==> src/rtl/fdc_seq_pkg.sv <==
package fdc_seq_pkg;
    localparam int MSR_RQM = 7;
    localparam int MSR_DIO = 6;
    localparam int MSR_NDMA = 5;
    localparam int MSR_CB = 4;
    localparam int DOR_NRST = 2;
    localparam int DSR_PD = 6;
    localparam logic [7:0] DOR_INIT = 8'h04;
    localparam logic [4:0] OPC_FORMAT = 5'h0D;
    localparam logic [4:0] OPC_SEEK = 5'h0F;

    typedef enum logic [1:0] {
        SEL_DOR  = 2'd0,
        SEL_STAT = 2'd1,
        SEL_DATA = 2'd2,
        SEL_RATE = 2'd3
    } host_sel_e;
endpackage

==> src/rtl/fdc_ctl_regs.sv <==
module fdc_ctl_regs
    import fdc_seq_pkg::*;
(
    input  logic       clk,
    input  logic       rst_n,
    input  logic       wr_dor_i,
    input  logic       wr_rate_i,
    input  logic       rd_status_i,
    input  logic [7:0] wdata_i,
    output logic [7:0] dor_o,
    output logic [7:0] dsr_o,
    output logic       ctl_reset_o
);
    typedef struct packed {
        logic [7:0] dor;
        logic [7:0] dsr;
    } regs_t;

    regs_t r_d, r_q;

    always_comb begin
        r_d = r_q;
        ctl_reset_o = 1'b0;
        if (wr_dor_i) begin
            r_d.dor = wdata_i;
            // release of the active-low reset bit restarts the controller
            if (!r_q.dor[DOR_NRST] && wdata_i[DOR_NRST]) begin
                ctl_reset_o = 1'b1;
                r_d.dsr[DSR_PD] = 1'b0;
            end
        end
        if (wr_rate_i) begin
            if (wdata_i[DSR_PD]) begin
                ctl_reset_o = 1'b1;
                r_d.dor[DOR_NRST] = 1'b1;
            end
            r_d.dsr = wdata_i;
        end
        if (rd_status_i) begin
            r_d.dsr[DSR_PD] = 1'b0;
            r_d.dor[DOR_NRST] = 1'b1;
        end
    end

    always_ff @(posedge clk or negedge rst_n) begin
        if (!rst_n) begin
            r_q.dor <= DOR_INIT;
            r_q.dsr <= 8'h00;
        end else begin
            r_q <= r_d;
        end
    end

    assign dor_o = r_q.dor;
    assign dsr_o = r_q.dsr;
endmodule

==> src/rtl/fdc_result_buf.sv <==
module fdc_result_buf #(
    parameter int RES_LEN = 7,
    parameter int IDX_W = 12
) (
    input  logic                 clk,
    input  logic                 rst_n,
    input  logic                 load_i,
    input  logic [8*RES_LEN-1:0] bytes_i,
    input  logic [IDX_W-1:0]     idx_i,
    output logic [7:0]           byte_o
);
    logic [7:0] buf_d [RES_LEN];
    logic [7:0] buf_q [RES_LEN];

    for (genvar i = 0; i < RES_LEN; i++) begin : g_slot
        assign buf_d[i] = load_i ? bytes_i[8*i +: 8] : buf_q[i];

        always_ff @(posedge clk or negedge rst_n) begin
            if (!rst_n) begin
                buf_q[i] <= 8'h00;
            end else begin
                buf_q[i] <= buf_d[i];
            end
        end
    end

    always_comb begin
        byte_o = 8'h00;
        for (int i = 0; i < RES_LEN; i++) begin
            if (idx_i == IDX_W'(i)) begin
                byte_o = buf_q[i];
            end
        end
    end
endmodule

==> src/rtl/fdc_phase.sv <==
module fdc_phase
    import fdc_seq_pkg::*;
#(
    parameter int LEN_W = 12,
    parameter int RES_LEN = 7
) (
    input  logic             clk,
    input  logic             rst_n,
    input  logic             ctl_reset_i,
    input  logic             data_wr_i,
    input  logic             data_rd_i,
    input  logic [7:0]       wdata_i,
    input  logic             exec_start_i,
    input  logic             exec_dma_i,
    input  logic             exec_to_host_i,
    input  logic [LEN_W-1:0] exec_len_i,
    input  logic             dma_ack_i,
    output logic [7:0]       msr_o,
    output logic [LEN_W-1:0] pos_o,
    output logic             dma_req_o,
    output logic             irq_o,
    output logic             multi_o,
    output logic             format_o,
    output logic             seek_o,
    output logic             res_load_o,
    output logic             cmd_valid_o,
    output logic             media_wr_o,
    output logic             media_take_o
);
    typedef struct packed {
        logic             rqm;
        logic             dio;
        logic             ndma;
        logic             cb;
        logic [LEN_W-1:0] pos;
        logic [LEN_W-1:0] len;
        logic             dma_req;
        logic             irq;
        logic             multi;
        logic             format;
        logic             seek;
    } ph_t;

    localparam int PH_W = $bits(ph_t);
    localparam ph_t PH_IDLE = ph_t'({1'b1, {(PH_W-1){1'b0}}});
    localparam logic [LEN_W-1:0] RES_CNT = LEN_W'(RES_LEN);

    ph_t s_d, s_q;
    logic [LEN_W-1:0] pos_inc;
    logic end_xfer;

    assign pos_inc = s_q.pos + 1'b1;

    always_comb begin
        s_d = s_q;
        end_xfer = 1'b0;
        res_load_o = 1'b0;
        cmd_valid_o = 1'b0;
        media_wr_o = 1'b0;
        media_take_o = 1'b0;
        if (ctl_reset_i) begin
            s_d = PH_IDLE;
            s_d.irq = 1'b1;
        end else begin
            if (data_wr_i) begin
                s_d.irq = 1'b0;
                s_d.pos = pos_inc;
                if (s_q.ndma) begin
                    media_wr_o = 1'b1;
                    end_xfer = (pos_inc == s_q.len);
                end else begin
                    cmd_valid_o = 1'b1;
                    if (s_q.pos == '0) begin
                        s_d.multi = wdata_i[7];
                        s_d.format = (wdata_i[4:0] == OPC_FORMAT);
                        s_d.seek = (wdata_i[4:0] == OPC_SEEK);
                    end
                end
            end
            if (data_rd_i) begin
                s_d.irq = 1'b0;
                s_d.pos = pos_inc;
                if (s_q.ndma) begin
                    media_take_o = 1'b1;
                    end_xfer = (pos_inc == s_q.len);
                end else if (pos_inc == s_q.len) begin
                    // last result byte: back to the command phase
                    s_d.cb = 1'b0;
                    s_d.dio = 1'b0;
                    s_d.pos = '0;
                end
            end
            if (exec_start_i && !s_q.cb) begin
                s_d.cb = 1'b1;
                s_d.pos = '0;
                s_d.len = exec_len_i;
                if (exec_dma_i) begin
                    s_d.rqm = 1'b0;
                    s_d.dma_req = 1'b1;
                end else begin
                    s_d.ndma = 1'b1;
                    s_d.dio = exec_to_host_i;
                    s_d.irq = 1'b1;
                end
            end
            if (dma_ack_i && s_q.dma_req) begin
                s_d.pos = pos_inc;
                end_xfer = (pos_inc == s_q.len);
            end
            if (end_xfer) begin
                s_d.dma_req = 1'b0;
                s_d.ndma = 1'b0;
                s_d.rqm = 1'b1;
                s_d.dio = 1'b1;
                s_d.cb = 1'b1;
                s_d.len = RES_CNT;
                s_d.pos = '0;
                s_d.irq = 1'b1;
                res_load_o = 1'b1;
            end
        end
    end

    always_ff @(posedge clk or negedge rst_n) begin
        if (!rst_n) begin
            s_q <= PH_IDLE;
        end else begin
            s_q <= s_d;
        end
    end

    assign msr_o = {s_q.rqm, s_q.dio, s_q.ndma, s_q.cb, 4'b0000};
    assign pos_o = s_q.pos;
    assign dma_req_o = s_q.dma_req;
    assign irq_o = s_q.irq;
    assign multi_o = s_q.multi;
    assign format_o = s_q.format;
    assign seek_o = s_q.seek;
endmodule

==> src/rtl/fdc_host_seq.sv <==
module fdc_host_seq
    import fdc_seq_pkg::*;
#(
    parameter int LEN_W = 12,
    parameter int RES_LEN = 7
) (
    input  logic                 clk,
    input  logic                 rst_n,
    input  logic [1:0]           host_sel,
    input  logic                 host_rd,
    input  logic                 host_wr,
    input  logic [7:0]           host_wdata,
    output logic [7:0]           host_rdata,
    input  logic                 exec_start,
    input  logic                 exec_dma,
    input  logic                 exec_to_host,
    input  logic [LEN_W-1:0]     exec_len,
    input  logic [8*RES_LEN-1:0] res_bytes,
    output logic                 dma_req,
    input  logic                 dma_ack,
    input  logic [7:0]           media_rd_data,
    output logic                 media_rd_take,
    output logic                 media_wr_strobe,
    output logic [7:0]           media_wr_data,
    output logic                 cmd_valid,
    output logic [7:0]           cmd_byte,
    output logic                 flag_multi,
    output logic                 flag_format,
    output logic                 flag_seek,
    output logic                 irq
);
    logic [7:0] dor_w, dsr_w, msr_w, res_byte_w;
    logic [LEN_W-1:0] pos_w;
    logic ctl_reset_w, res_load_w;
    logic wr_dor, wr_rate, rd_status, rd_ok, wr_ok;

    assign wr_dor = host_wr && (host_sel == SEL_DOR);
    assign wr_rate = host_wr && (host_sel == SEL_STAT);
    assign rd_status = host_rd && (host_sel == SEL_STAT);
    assign rd_ok = host_rd && (host_sel == SEL_DATA) && msr_w[MSR_RQM] && msr_w[MSR_DIO];
    assign wr_ok = host_wr && (host_sel == SEL_DATA) && msr_w[MSR_RQM] && !msr_w[MSR_DIO]
                   && dor_w[DOR_NRST];

    fdc_ctl_regs u_regs (
        .clk         (clk),
        .rst_n       (rst_n),
        .wr_dor_i    (wr_dor),
        .wr_rate_i   (wr_rate),
        .rd_status_i (rd_status),
        .wdata_i     (host_wdata),
        .dor_o       (dor_w),
        .dsr_o       (dsr_w),
        .ctl_reset_o (ctl_reset_w)
    );

    fdc_phase #(.LEN_W(LEN_W), .RES_LEN(RES_LEN)) u_phase (
        .clk            (clk),
        .rst_n          (rst_n),
        .ctl_reset_i    (ctl_reset_w),
        .data_wr_i      (wr_ok),
        .data_rd_i      (rd_ok),
        .wdata_i        (host_wdata),
        .exec_start_i   (exec_start),
        .exec_dma_i     (exec_dma),
        .exec_to_host_i (exec_to_host),
        .exec_len_i     (exec_len),
        .dma_ack_i      (dma_ack),
        .msr_o          (msr_w),
        .pos_o          (pos_w),
        .dma_req_o      (dma_req),
        .irq_o          (irq),
        .multi_o        (flag_multi),
        .format_o       (flag_format),
        .seek_o         (flag_seek),
        .res_load_o     (res_load_w),
        .cmd_valid_o    (cmd_valid),
        .media_wr_o     (media_wr_strobe),
        .media_take_o   (media_rd_take)
    );

    fdc_result_buf #(.RES_LEN(RES_LEN), .IDX_W(LEN_W)) u_res (
        .clk     (clk),
        .rst_n   (rst_n),
        .load_i  (res_load_w),
        .bytes_i (res_bytes),
        .idx_i   (pos_w),
        .byte_o  (res_byte_w)
    );

    always_comb begin
        unique case (host_sel)
            SEL_DOR:  host_rdata = dor_w;
            SEL_STAT: host_rdata = msr_w;
            SEL_DATA: host_rdata = rd_ok ? (msr_w[MSR_NDMA] ? media_rd_data : res_byte_w) : 8'h00;
            default:  host_rdata = dsr_w;
        endcase
    end

    assign media_wr_data = host_wdata;
    assign cmd_byte = host_wdata;
endmodule

==> config.mk <==
export PLATFORM = sky130hd
export DESIGN_NAME = fdc_host_seq
export DESIGN_NICKNAME = d
export VERILOG_FILES = /design/src/rtl/fdc_seq_pkg.sv /design/src/rtl/fdc_ctl_regs.sv /design/src/rtl/fdc_result_buf.sv /design/src/rtl/fdc_phase.sv /design/src/rtl/fdc_host_seq.sv
export SDC_FILE = /design/constraint.sdc
export NUM_CORES = 1
export LEC_CHECK = 0
export BUFFER_PORTS_ARGS = -buffer_cell sky130_fd_sc_hd__buf_2
export CAP_MARGIN = 20
export CELL_PAD_IN_SITES_DETAIL_PLACEMENT = 1
export CELL_PAD_IN_SITES_GLOBAL_PLACEMENT = 2
export CORE_MARGIN = 2
export CORE_UTILIZATION = 38
export CTS_BUF_LIST = sky130_fd_sc_hd__clkbuf_2
export CTS_CLUSTER_DIAMETER = 40
export DETAILED_ROUTE_END_ITERATION = 6
export PLACE_DENSITY_LB_ADDON = 0.1
export SYNTH_ARGS = -nofsm -noshare
export SYNTH_HDL_FRONTEND = slang
export SYNTH_SLANG_ARGS = --single-unit
==> constraint.sdc <==
create_clock -name clk -period 5 [get_ports clk]
set_input_delay 1 -clock clk [delete_from_list [all_inputs] [get_ports clk]]
set_output_delay 1 -clock clk [all_outputs]
set_load 0.02 [all_outputs]
==> impl_summary.md, run 1 <==
Route
In this run, the number of DRC markers left after iteration 0 of detailed routing was between 300 and 400. Dividing the detail-routed via count by the number of cells gives roughly 5.4. The remaining design rule violation count is 0. The first-pass iteration count of the detailed router is 6. The wire length per cell is ~20 um. After detailed routing, the total wire length is 16.7 mm. Once detail routing completed, the nets flagged for antenna violations numbered 0. Summing over every cut layer, the via total after detailed routing is 4532.

Power
The leakage power is roughly 3.2 nW. The total power per unit cell area is approximately 320 mW/mm2. Across the VDD grid, the largest voltage drop is roughly 0.14 mV. The final total power is 0.00207 W.

Timing
For the final database, setup skew stands at ~41 ps. The maximum achievable frequency is around 220 MHz. Setup slack closes at between 400 and 500 ps. The tightest slew margin relative to the limit is 0.314.

In the final timing run, aggregate negative setup slack is 0 ps. Setup repair after global routing left no endpoint under its margin. Setup violations remaining at the end of the flow were counted as 0.

The hold violation count in the final report is 0. The time the worst path needs with I/O delays and setup is approximately 4600 ps. The max-slew violation total from the final report came to 0. At the pin with the least slew margin, the transition time is between 1000 and 1500 ps.

Dividing the final minimum period by the clock period gives 0.916.

CTS
The clock passes through at most 2 buffers. The count of clock tree sinks is between 100 and 150. The number of buffers added for setup after CTS is 0.

In this run, post-CTS hold repair placed 0 buffers. After clock tree synthesis, the clock-pin slew on the worst setup and hold paths is 320 ps. TritonCTS created 9 clock buffers. The clock reaches the later pin of the worst-skew pair after ~630 ps. The CTS tree is done.

Clock tree synthesis selected as its root buffer the cell clkbuf_2. The post-cts resize count is 0. The number of levels in the clock H-tree is 3.

Outcome
The flow ran to the end, and the final reports show no timing, DRC or antenna violations.

Synth
After technology mapping, the gate count stands at 561. Yosys printed 0 warnings. The post-synthesis cell area is a little under 0.006 mm2. In this run, synthesis inferred 0 flip-flops with an integrated enable. For this run, the register share of the synthesized area comes to 0.454. Counting flops with an async set or reset pin after synthesis yields a share of 1.00. The flip-flop and latch count after synthesis is between 100 and 150. The average instance in the mapped netlist occupies between 10 and 15 um2.

The distinct cell type count after synthesis is 58. For this run, the leading register cell type out of synthesis is dfrtp_1. The net count after synthesis is around 660.

Setup path
The worst setup path is launched from a register. Along the worst path, the maximum fanout reaches 11. The origin of the critical flop-to-flop path is u_phase.pos_o[0]. The worst setup path is captured at an output pin. The launching element of the worst setup path is u_phase.pos_o[1]. The required time of the critical path is 4000 ps.

The kind of critical path is register to output pin. The arrival time at the worst endpoint is between 3000 and 4000 ps.

Floorplanning
In this run the standard cell core region covers 0.0150 mm2. The initial utilization of the core area, before any placement, comes to 0.386. The width of the chip is approximately 130 um.

The floorplan step defined a die boundary enclosing 0.0163 mm2. The standard-cell row count is between 40 and 50. The overall die height is 127 um. Pin placement for this block handled 126 I/O pins.

Place
The HPWL after detailed placement is approximately 13 mm. The placer congestion estimate is roughly 0.83. Buffers placed on the I/O ports in this run total between 100 and 150.

The total instance count after detailed placement is 827. The pre-CTS worst setup slack is 673 ps.

Worst hold path
In this run the worst hold path is classified as primary input to async pin.

Global route
The number of antenna violations at the first check in global routing is 1. The all-layer global routing usage is 0.214. Entering global routing, the biggest net connects 67 pins. The first-pass GRT wire length is 27.1 mm.

The global route total overflow is 0. The via count of the first global-routing pass came to roughly 4900.

Cells and area
Excluding fillers, the count of instances in the completed layout stands at about 840. The proportion of layout cells with a drive suffix above 1 is 0.328. The number of fillers in the final layout is 1762.

At the end of the flow, the number of nets in the layout was about 750. Leaving out fill and tap cells, the most frequent cell in the layout is buf_2. In the layout the commonest cells are buf_2 (124), dfrtp_1 (103), nand2_1 (80). The signed area change from the synthesized netlist to the final layout is 12.7%.

Flow run
The number of max-cap violations is 0.
## stage by stage
stage	hold slack, ps	area (um2)	util
2_1_floorplan	446	5800	-
3_3_place_gp	460	6400	0.426
3_5_place_dp	473	6400	0.426
4_1_cts	411	6530	0.434
5_1_grt	394	6530	0.434
6_report	415	6530	0.434
## power by group
part / internal [W] / switching (W) / total, W
clock: 0.000130 / 0.000314 / 0.000444
combinational: 0.000240 / 0.000343 / 0.000583
sequential: 0.000937 / 0.000104 / 0.00104
total: 0.00131 / 0.000762 / 0.00207
## Yosys cell counts (2+ instances only)
| cell type | n | share of area |
|---|---|---|
| a211oi_1 | 6 | 0.0078 |
| a21o_1 | 4 | 0.0052 |
| a21oi_1 | 21 | 0.018 |
| a221o_1 | 2 | 0.0035 |
| a221oi_1 | 8 | 0.012 |
| a22o_1 | 2 | 0.0030 |
| a22oi_1 | 11 | 0.014 |
| a311o_1 | 2 | 0.0035 |
| a31oi_1 | 10 | 0.011 |
| and2_1 | 7 | 0.0076 |
| and3b_1 | 2 | 0.0030 |
| and4b_1 | 3 | 0.0052 |
| buf_1 | 3 | 0.0019 |
| buf_2 | 6 | 0.0052 |
| buf_4 | 16 | 0.021 |
| buf_6 | 5 | 0.0097 |
| clkbuf_1 | 19 | 0.012 |
| dfrtp_1 | 103 | 0.44 |
| dfstp_2 | 2 | 0.0091 |
| ha_1 | 4 | 0.0086 |
| inv_1 | 9 | 0.0058 |
| mux2_2 | 24 | 0.047 |
| mux2_4 | 40 | 0.10 |
| mux2i_1 | 4 | 0.0069 |
| nand2_1 | 80 | 0.052 |
| nand2b_1 | 4 | 0.0043 |
| nand3_1 | 18 | 0.016 |
| nand3b_1 | 4 | 0.0052 |
| nand4_1 | 5 | 0.0054 |
| nor2_1 | 33 | 0.021 |
| nor2b_1 | 11 | 0.012 |
| nor3_1 | 7 | 0.0060 |
| nor3_2 | 2 | 0.0035 |
| nor4_1 | 2 | 0.0022 |
| o2111ai_1 | 2 | 0.0030 |
| o211ai_1 | 2 | 0.0026 |
| o21ai_0 | 23 | 0.020 |
| o221ai_1 | 2 | 0.0030 |
| o31ai_1 | 11 | 0.014 |
| o32ai_1 | 2 | 0.0030 |
| or2_0 | 2 | 0.0022 |
| or3_1 | 6 | 0.0065 |
| xnor2_1 | 15 | 0.023 |
| xor2_1 | 3 | 0.0045 |
## worst paths after layout
| path | endpoint | slack (ps) | cells past startpoint |
|---|---|---|---|
| min in group clk | u_regs.dsr_o[5] | 530 | 2 |
| max in group asynchronous | u_res.buf_q[42] | 3460 | 2 |
| min | u_res.buf_q[25] | 410 | 1 |
| max reg2reg | u_res.buf_q[7] | 650 | 9 |
| max | host_rdata[4] | 420 | 10 |
| min reg2reg | u_regs.dsr_o[5] | 530 | 2 |
## layer usage
layer,wire length [um],vias up,GRT usage
li1,-,2165,-
met1,8010,2270,0.302
met2,8070,91,0.347
met3,523,6,0.0406
met4,118,0,0.0401
met5,0,-,0
## kinds of logic (layout without fill, tap and decap cells)
family                     after synthesis  in the layout  synth area share
adders and majority gates                4              4           0.00864
muxes                                   68             68             0.157
and+or+nand+nor                        193            193             0.163
DFF                                    105            105             0.454
buffers and inverters                   59            153            0.0566
other                                    0              1                 0
xor gates and xnor gates                18             18            0.0272
AOI/OAI and AO/OA                      114            114             0.134
## sequential cells by signal (all words and copies together) (netlist names)
signal	flops
u_phase.seek_o	1
u_phase.pos_o	12
u_regs.dor_o	8
u_phase.dma_req_o	1
u_regs.dsr_o	8
u_phase.format_o	1
u_phase.multi_o	1
u_phase.msr_o	4
u_phase.irq_o	1
u_res.buf_q	56
u_phase.s_q	12
## critical path, cell delays in order (launching register included)
cell	delay (ps)
dfrtp_1	540
inv_1	90
ha_1	370
nor2b_1	560
a221oi_1	210
o31ai_1	300
a22oi_1	130
a21oi_1	220
a211oi_1	70
o21ai_0	260
buf_2	210
## final cells by class
class / count / area (um2) / area share
flip-flops and latches: 105 / 2630 / 0.403
diodes: 1 / 2.50 / 0.000383
multi-input cells: 397 / 2850 / 0.436
inverters: 9 / 33.8 / 0.00517
well taps: 188 / 235 / 0.0360
repair buffers: 128 / 651 / 0.0996
clock inverters: 5 / 72.6 / 0.0111
clock buffers: 11 / 55.1 / 0.00843
(Power assumes the default switching activity.)
==> run 2: changes to the inputs <==
--- a/config.mk
+++ b/config.mk
@@ -10,7 +10,7 @@
 export CELL_PAD_IN_SITES_DETAIL_PLACEMENT = 1
 export CELL_PAD_IN_SITES_GLOBAL_PLACEMENT = 2
 export CORE_MARGIN = 2
-export CORE_UTILIZATION = 38
+export CORE_UTILIZATION = 35
 export CTS_BUF_LIST = sky130_fd_sc_hd__clkbuf_2
 export CTS_CLUSTER_DIAMETER = 40
 export DETAILED_ROUTE_END_ITERATION = 6
==> constraint.sdc (replaced) <==
create_clock -name clk -period 5.11 [get_ports clk]
set_input_delay 1.022 -clock clk [delete_from_list [all_inputs] [get_ports clk]]
set_output_delay 1.022 -clock clk [all_outputs]
set_load 0.02 [all_outputs]
==> impl_summary.md, run 2 (synthesized netlist as in run 1, its figures left out) <==
Route
The first-pass iteration count of the detailed router is 4 (-2). The post-detailed-route via-to-cell ratio is 5.15 (-4.0%). The routed length on met3 is 624 um (+19%).

The overall via count from detail_route came to 4531 (-0.022%). The count of routing violations after the opening detailed-route iteration is 170 (-44%). The total routed wirelength came to 16.4 mm (-2.0%). The met2 wire length is 7.65 mm (-5.3%).

The met1 routed wirelength after detailed routing is 7.83 mm (-2.2%). The number of nets with antenna violations after detailed routing is 0 (unchanged). The remaining design rule violation count came to 0 (unchanged). The wire length per cell came to 18.7 um (-5.9%).

The uppermost signal routing layer after detailed routing is met4.

Flow run
The number of max-cap violations is 0 (unchanged).

Timing
The sum of negative setup slack is 0 ps (unchanged). In the finished design, the share of the clock period the worst path needs comes to 0.886. The hold violation count in the final report is 0 (unchanged). For this run, the top clock speed supported by timing is between 200 and 250 MHz.

The total setup violations reported at the end of the flow is 0 (unchanged). The time the worst path needs with I/O delays and setup is around 4500 ps. The final worst-path setup slack came to 584 ps (+162 ps). The transition time of the tightest slew-check pin came to 956 ps (-69.9 ps). The tightest slew margin relative to the limit is 0.361 (+0.0467). The max-slew violation total from the final report is 0 (unchanged). The maximum clock skew at final layout came to 23.0 ps (-18.3 ps). The worst hold slack is 227 ps (-187 ps).

Setup repair after global routing left no endpoint under its margin.

Global route
The first-pass GRT wire length is 26.2 mm (-3.4%). The via count of the first global-routing pass came to 4776 (-3.0%). The global route total overflow was 0 (unchanged).

The number of antenna violations at the first check in global routing is 1 (unchanged). The largest net degree at the start of global routing is 76 (+13%). The all-layer global routing usage is 0.191 (-0.0231).

Setup path
The required time of the critical path was 4090 ps (+90 ps). The nature of the critical path endpoint is an output pin. The arrival time at the worst endpoint is 3500 ps (-80 ps).

The worst setup path is launched from a register. The kind of critical path is register to output pin. The peak fanout along the critical path came to 11 (unchanged).

Power
The total internal power came to 0.00124 W (-5.4%). The net switching power of the design is 0.000751 W (-1.4%). The sequential fraction of design power came to 0.512 (+0.009).

The total power per unit cell area is 301 mW/mm2 (-4.9%). The worst supply voltage drop on vdd came to 0.138 mV (-0.95%). The fraction of power consumed by the clock network was 0.200 (-0.015). The combinational share of power is 0.288 (+0.006). The final total power was 0.00199 W (-3.9%). The leakage power is 3.23 nW (+0.44%). The switching power share of the total is 0.378 (+0.00962).

Place
The count of port buffers added during placement is 125 (unchanged). The total instance count after detailed placement is 861 (+4.1%). The placer congestion estimate was 0.819 (-1.9%). The HPWL after detailed placement is 12.3 mm (-1.6%). The pre-CTS worst setup slack was 919 ps (+246 ps).

Floorplanning
The overall die height came to 133 um (+4.1%). The I/O pin count is 126 (unchanged). The core box area came to 0.0164 mm2 (+9.1%). The starting density of the core is 0.353 (-0.0323). The full die area is 0.0176 mm2 (+8.3%). The width of the chip is 133 um (+4.1%). The standard-cell row count came to 47 (+4.4%).

CTS
The clock insertion delay at the later pin of the skew report is 660 ps (+30 ps). The post-cts hold buffer count is 0 (unchanged). The post-cts resize count is 0 (unchanged). The number of buffers added for setup after CTS came to 0 (unchanged). The clock slew at the register clock pins of the worst setup and hold paths is 320 ps (about the same). The number of levels in the clock H-tree is 3 (unchanged). TritonCTS built the clock tree. The number of buffers between clock root and the deepest sink came to 2 (unchanged). The count of clock tree sinks is 105 (unchanged). The cell at the root of the clock tree is clkbuf_2.

The total CTS buffers is 9 (unchanged).

Cells and area
The number of flip-flops in the largest register came to 56 (unchanged). The total area of multi-input combinational cells is 0.00285 mm2 (unchanged). The final-stage net count is 751 (+0.40%). The sequential cell area was 0.00263 mm2 (unchanged). The count of non-filler cells in the finished layout was 879 (+4.1%). The signed area change from the synthesized netlist to the final layout is 13.8%.

In the layout the commonest cells are buf_2 (124), dfrtp_1 (103), nand2_1 (80). The top register by number of flip-flops is u_res.buf_q. The number of fillers in the final layout came to 1894 (+7.5%). The library cell used most frequently in the layout, excluding fill and tap cells, is buf_2. The proportion of layout cells with a drive suffix above 1 is 0.331 (+0.00306).

Outcome
The run finished with clean final reports.

Worst hold path
The class of the tightest hold or removal check is primary input to async pin.
-- run 2: cell types whose count changed in the layout (fill, tap and decap cells not counted), sizes merged --
| cell | change |
|---|---|
| inv | +1 |
| bufinv | -1 |
| buf | +3 |
| clkbuf | -1 |
| clkinv | +1 |
-- run 2: cell type report --
cell class,instances,area share
multi-input combinational,397,0.432
sequential,105,0.399
timing repair buffer,131,0.105
tap,220,0.0417
clock inverter,6,0.00892
clock buffer,10,0.00759
inverter,9,0.00512
antenna,1,0.000380
-- run 2: stage by stage --
step	area, um2	utilization
global route	6590	0.402
CTS	6560	0.400
detailed placement	6450	0.393
floorplan	5800	-
finish	6590	0.402
global placement	6450	0.393
-- run 2: layer usage --
layer,track usage,vias to the layer above
met4,0.0609,0
li1,-,2176
met5,0,-
met3,0.0406,23
met2,0.305,96
met1,0.260,2236
-- run 2: path summary, 6_finish.rpt --
check / from / to / slack (ps) / depth (start not counted)
max: u_phase.pos_o[1] / host_rdata[4] / 580 / 10
min: rst_n / u_res.buf_q[29] / 230 / 1
max reg2reg: u_phase.pos_o[0] / u_res.buf_q[40] / 950 / 9
min reg2reg: u_regs.dsr_o[0] / u_regs.dsr_o[0] / 530 / 2
max in group asynchronous: rst_n / u_res.buf_q[31] / 3820 / 3
min in group clk: u_regs.dsr_o[0] / u_regs.dsr_o[0] / 530 / 2
-- run 2: power by group through the flow --
stage / registers, W / logic, W / clock network, W
floorplan: 0.000983 / 0.000416 / 0
global placement: 0.00103 / 0.000558 / 0
detailed placement: 0.00103 / 0.000573 / 0
CTS: 0.00102 / 0.000577 / 0.000421
global route: 0.00103 / 0.000636 / 0.000454
finish: 0.00102 / 0.000573 / 0.000397
-- run 2: critical path, cell delays in order (launching register included) --
cell and delay (ps):
dfrtp_1 530, inv_1 100, ha_1 350, nor2b_1 530, a221oi_1 160, o31ai_1 370, a22oi_1 140, a21oi_1 190
a211oi_1 70, o21ai_0 230, buf_2 200
==> run 3: changes to the inputs <==
==> constraint.sdc (replaced) <==
create_clock -name clk -period 4.35 [get_ports clk]
set_input_delay 0.87 -clock clk [delete_from_list [all_inputs] [get_ports clk]]
set_output_delay 0.87 -clock clk [all_outputs]
set_load 0.02 [all_outputs]
==> impl_summary.md, run 3 (synthesized netlist as in run 1, its figures left out) <==
Outcome
The run finished with clean final reports.

Place
The pre-CTS worst setup slack is 513 ps (-406 ps). The placer congestion estimate is 0.794 (-3.0%). The total instance count after detailed placement is 862 (+0.12%).

The count of port buffers added during placement is 125 (unchanged). The HPWL after detailed placement is 12.3 mm (-0.31%).

Cells and area
The proportion of layout cells with a drive suffix above 1 is 0.341 (+0.00960). Leaving out fill and tap cells, the most frequent cell in the layout is buf_2. The number of fillers in the final layout is 1885 (-0.48%).

The top register by number of flip-flops is u_res.buf_q. The number of flip-flops in the largest register was 56 (unchanged). The count of non-filler cells in the finished layout is 881 (+0.23%).

The final-stage net count is 753 (+0.27%). Leaving out fill and tap cells, the most frequent cells in the layout are buf_2 (124), dfrtp_1 (102), nand2_1 (79). Compared with the post-synthesis result, the final layout area differs by 14.9%.

Setup path
The required time of the critical path was 3480 ps (-610 ps). In this run the worst setup path begins at u_phase.pos_o[1]. The element type at the critical path start is a register. In this run the critical register-to-register path is launched from u_phase.pos_o[0]. The worst setup path is of the register to output pin kind.

The peak fanout along the critical path is 11 (unchanged). The nature of the critical path endpoint is an output pin. The arrival time at the worst endpoint was 3140 ps (-360 ps).

Global route
The global route total overflow is 0 (unchanged). The number of antenna violations at the first check in global routing was 1 (unchanged). The first-pass GRT wire length came to 26.4 mm (+0.82%). The largest net degree at the start of global routing is 82 (+7.9%). The via count of the first global-routing pass is 4677 (-2.1%).

The all-layer global routing usage is 0.190 (-0.000997).

Route
The first-pass iteration count of the detailed router is 4 (unchanged). The overall via count from detail_route is 4565 (+0.75%). The met1 routed wirelength after detailed routing is 8.05 mm (+2.8%). The routed length on met3 was 559 um (-10%). The post-detailed-route via-to-cell ratio came to 5.18 (+0.52%).

The met2 wire length is 7.59 mm (-0.80%). The number of nets with antenna violations after detailed routing is 0 (unchanged). The wire length per cell was 18.7 um (about the same).

The uppermost signal routing layer after detailed routing is met4. The remaining design rule violation count is 0 (unchanged). The count of routing violations after the opening detailed-route iteration is 204 (+20%). The total routed wirelength is 16.4 mm (+0.18%).

Timing
Subtracting the final worst setup slack from the clock period gives 4010 ps. The final worst-path setup slack is 341 ps (-243 ps). The max-slew violation total from the final report is 0 (unchanged). The sum of negative setup slack came to 0 ps (unchanged). The maximum clock skew at final layout is 35.7 ps (+12.7 ps). The hold violation count in the final report is 0 (unchanged).

The post-route fraction of the period consumed by the critical path is 0.922. The tightest slew margin relative to the limit is 0.594 (+0.233). The transition time of the tightest slew-check pin was 609 ps (-348 ps). The maximum achievable frequency is 249 MHz. The worst hold slack is 94.3 ps (-133 ps). The total setup violations reported at the end of the flow is 0 (unchanged).

Floorplanning
The width of the chip was 133 um (unchanged). The overall die height is 133 um (unchanged). The starting density of the core came to 0.353 (unchanged).

The standard-cell row count is 47 (unchanged). The core box area came to 0.0164 mm2 (unchanged). The I/O pin count is 126 (unchanged). The full die area is 0.0176 mm2 (unchanged).

CTS
The number of levels in the clock H-tree is 3 (unchanged). The clock slew at the register clock pins of the worst setup and hold paths is 300 ps (-20 ps). The cell sitting at the root of the clock tree is a clkbuf_2.

The count of clock tree sinks was 105 (unchanged). The total CTS buffers is 9 (unchanged). The post-cts resize count is 2 (+2).

The number of buffers between clock root and the deepest sink is 2 (unchanged). The number of buffers added for setup after CTS is 0 (unchanged). The CTS tree is done. The clock insertion delay at the later pin of the skew report came to 610 ps (-50 ps). The post-cts hold buffer count is 0 (unchanged).

Power
The leakage power is 3.25 nW (+0.83%). The total power per unit cell area is 363 mW/mm2 (+20%). The worst supply voltage drop on vdd was 0.138 mV (about the same).

Worst hold path
The class of the tightest hold or removal check is primary input to async pin.

Flow run
The number of max-cap violations is 0 (unchanged).
==> run 3: cell count changes in the layout (fill, tap and decap cells not counted), sizes merged <==
cell      change
buf           +2
bufinv        +1
clkbuf        -1
clkinv        -1
clkinvlp      +1
==> run 3: layout make-up <==
type                       count  area [um2]  share of cell area
multi-input combinational    397        2870               0.431
sequential                   105        2630               0.395
timing repair buffer         133         721               0.108
tap                          220         275              0.0413
clock inverter                 7        83.8              0.0126
clock buffer                   9        45.0             0.00676
inverter                       9        33.8             0.00507
antenna                        1        2.50            0.000376
==> run 3: power breakdown <==
group          switching, W  internal (W)
Sequential         0.000120       0.00108
Clock              0.000373      0.000146
Combinational      0.000405      0.000294
Total              0.000898       0.00152
==> run 3: layer usage <==
layer  GRT usage  vias to the layer above
li1            -                     2179
met1       0.278                     2266
met2       0.289                      101
met3      0.0307                       19
met4      0.0573                        0
met5           0                        -
==> run 3: worst paths after layout <==
| check | cells after the start | slack (ps) | end |
|---|---|---|---|
| max in group asynchronous | 2 | 3580 | u_phase.msr_o[7] |
| worst max-delay path | 10 | 340 | host_rdata[7] |
| min in group clk | 2 | 440 | u_regs.dsr_o[6] |
| worst max register to register | 9 | 770 | u_res.buf_q[22] |
| worst min register to register | 2 | 530 | u_regs.dsr_o[4] |
| worst min-delay path | 1 | 90 | u_phase.s_q[11] |
==> run 3: metrics by stage <==
stage                     utilization  total power, W  instance area (um2)
after global placement          0.395         0.00188                 6470
after CTS                       0.403         0.00243                 6610
after floorplan                     -         0.00164                 5800
final                           0.406         0.00242                 6660
after detailed placement        0.395         0.00189                 6470
after global routing            0.406         0.00257                 6660
==> run 3: worst max-delay path, cell delays in order, from the launching register on <==
cell and delay [ps]:
dfrtp_2 520, inv_1 100, ha_2 380, nor2b_4 130
a221oi_1 300, o31ai_1 130, a22oi_1 160, a21oi_1 90
a211oi_1 370, o21ai_0 180, buf_2 190
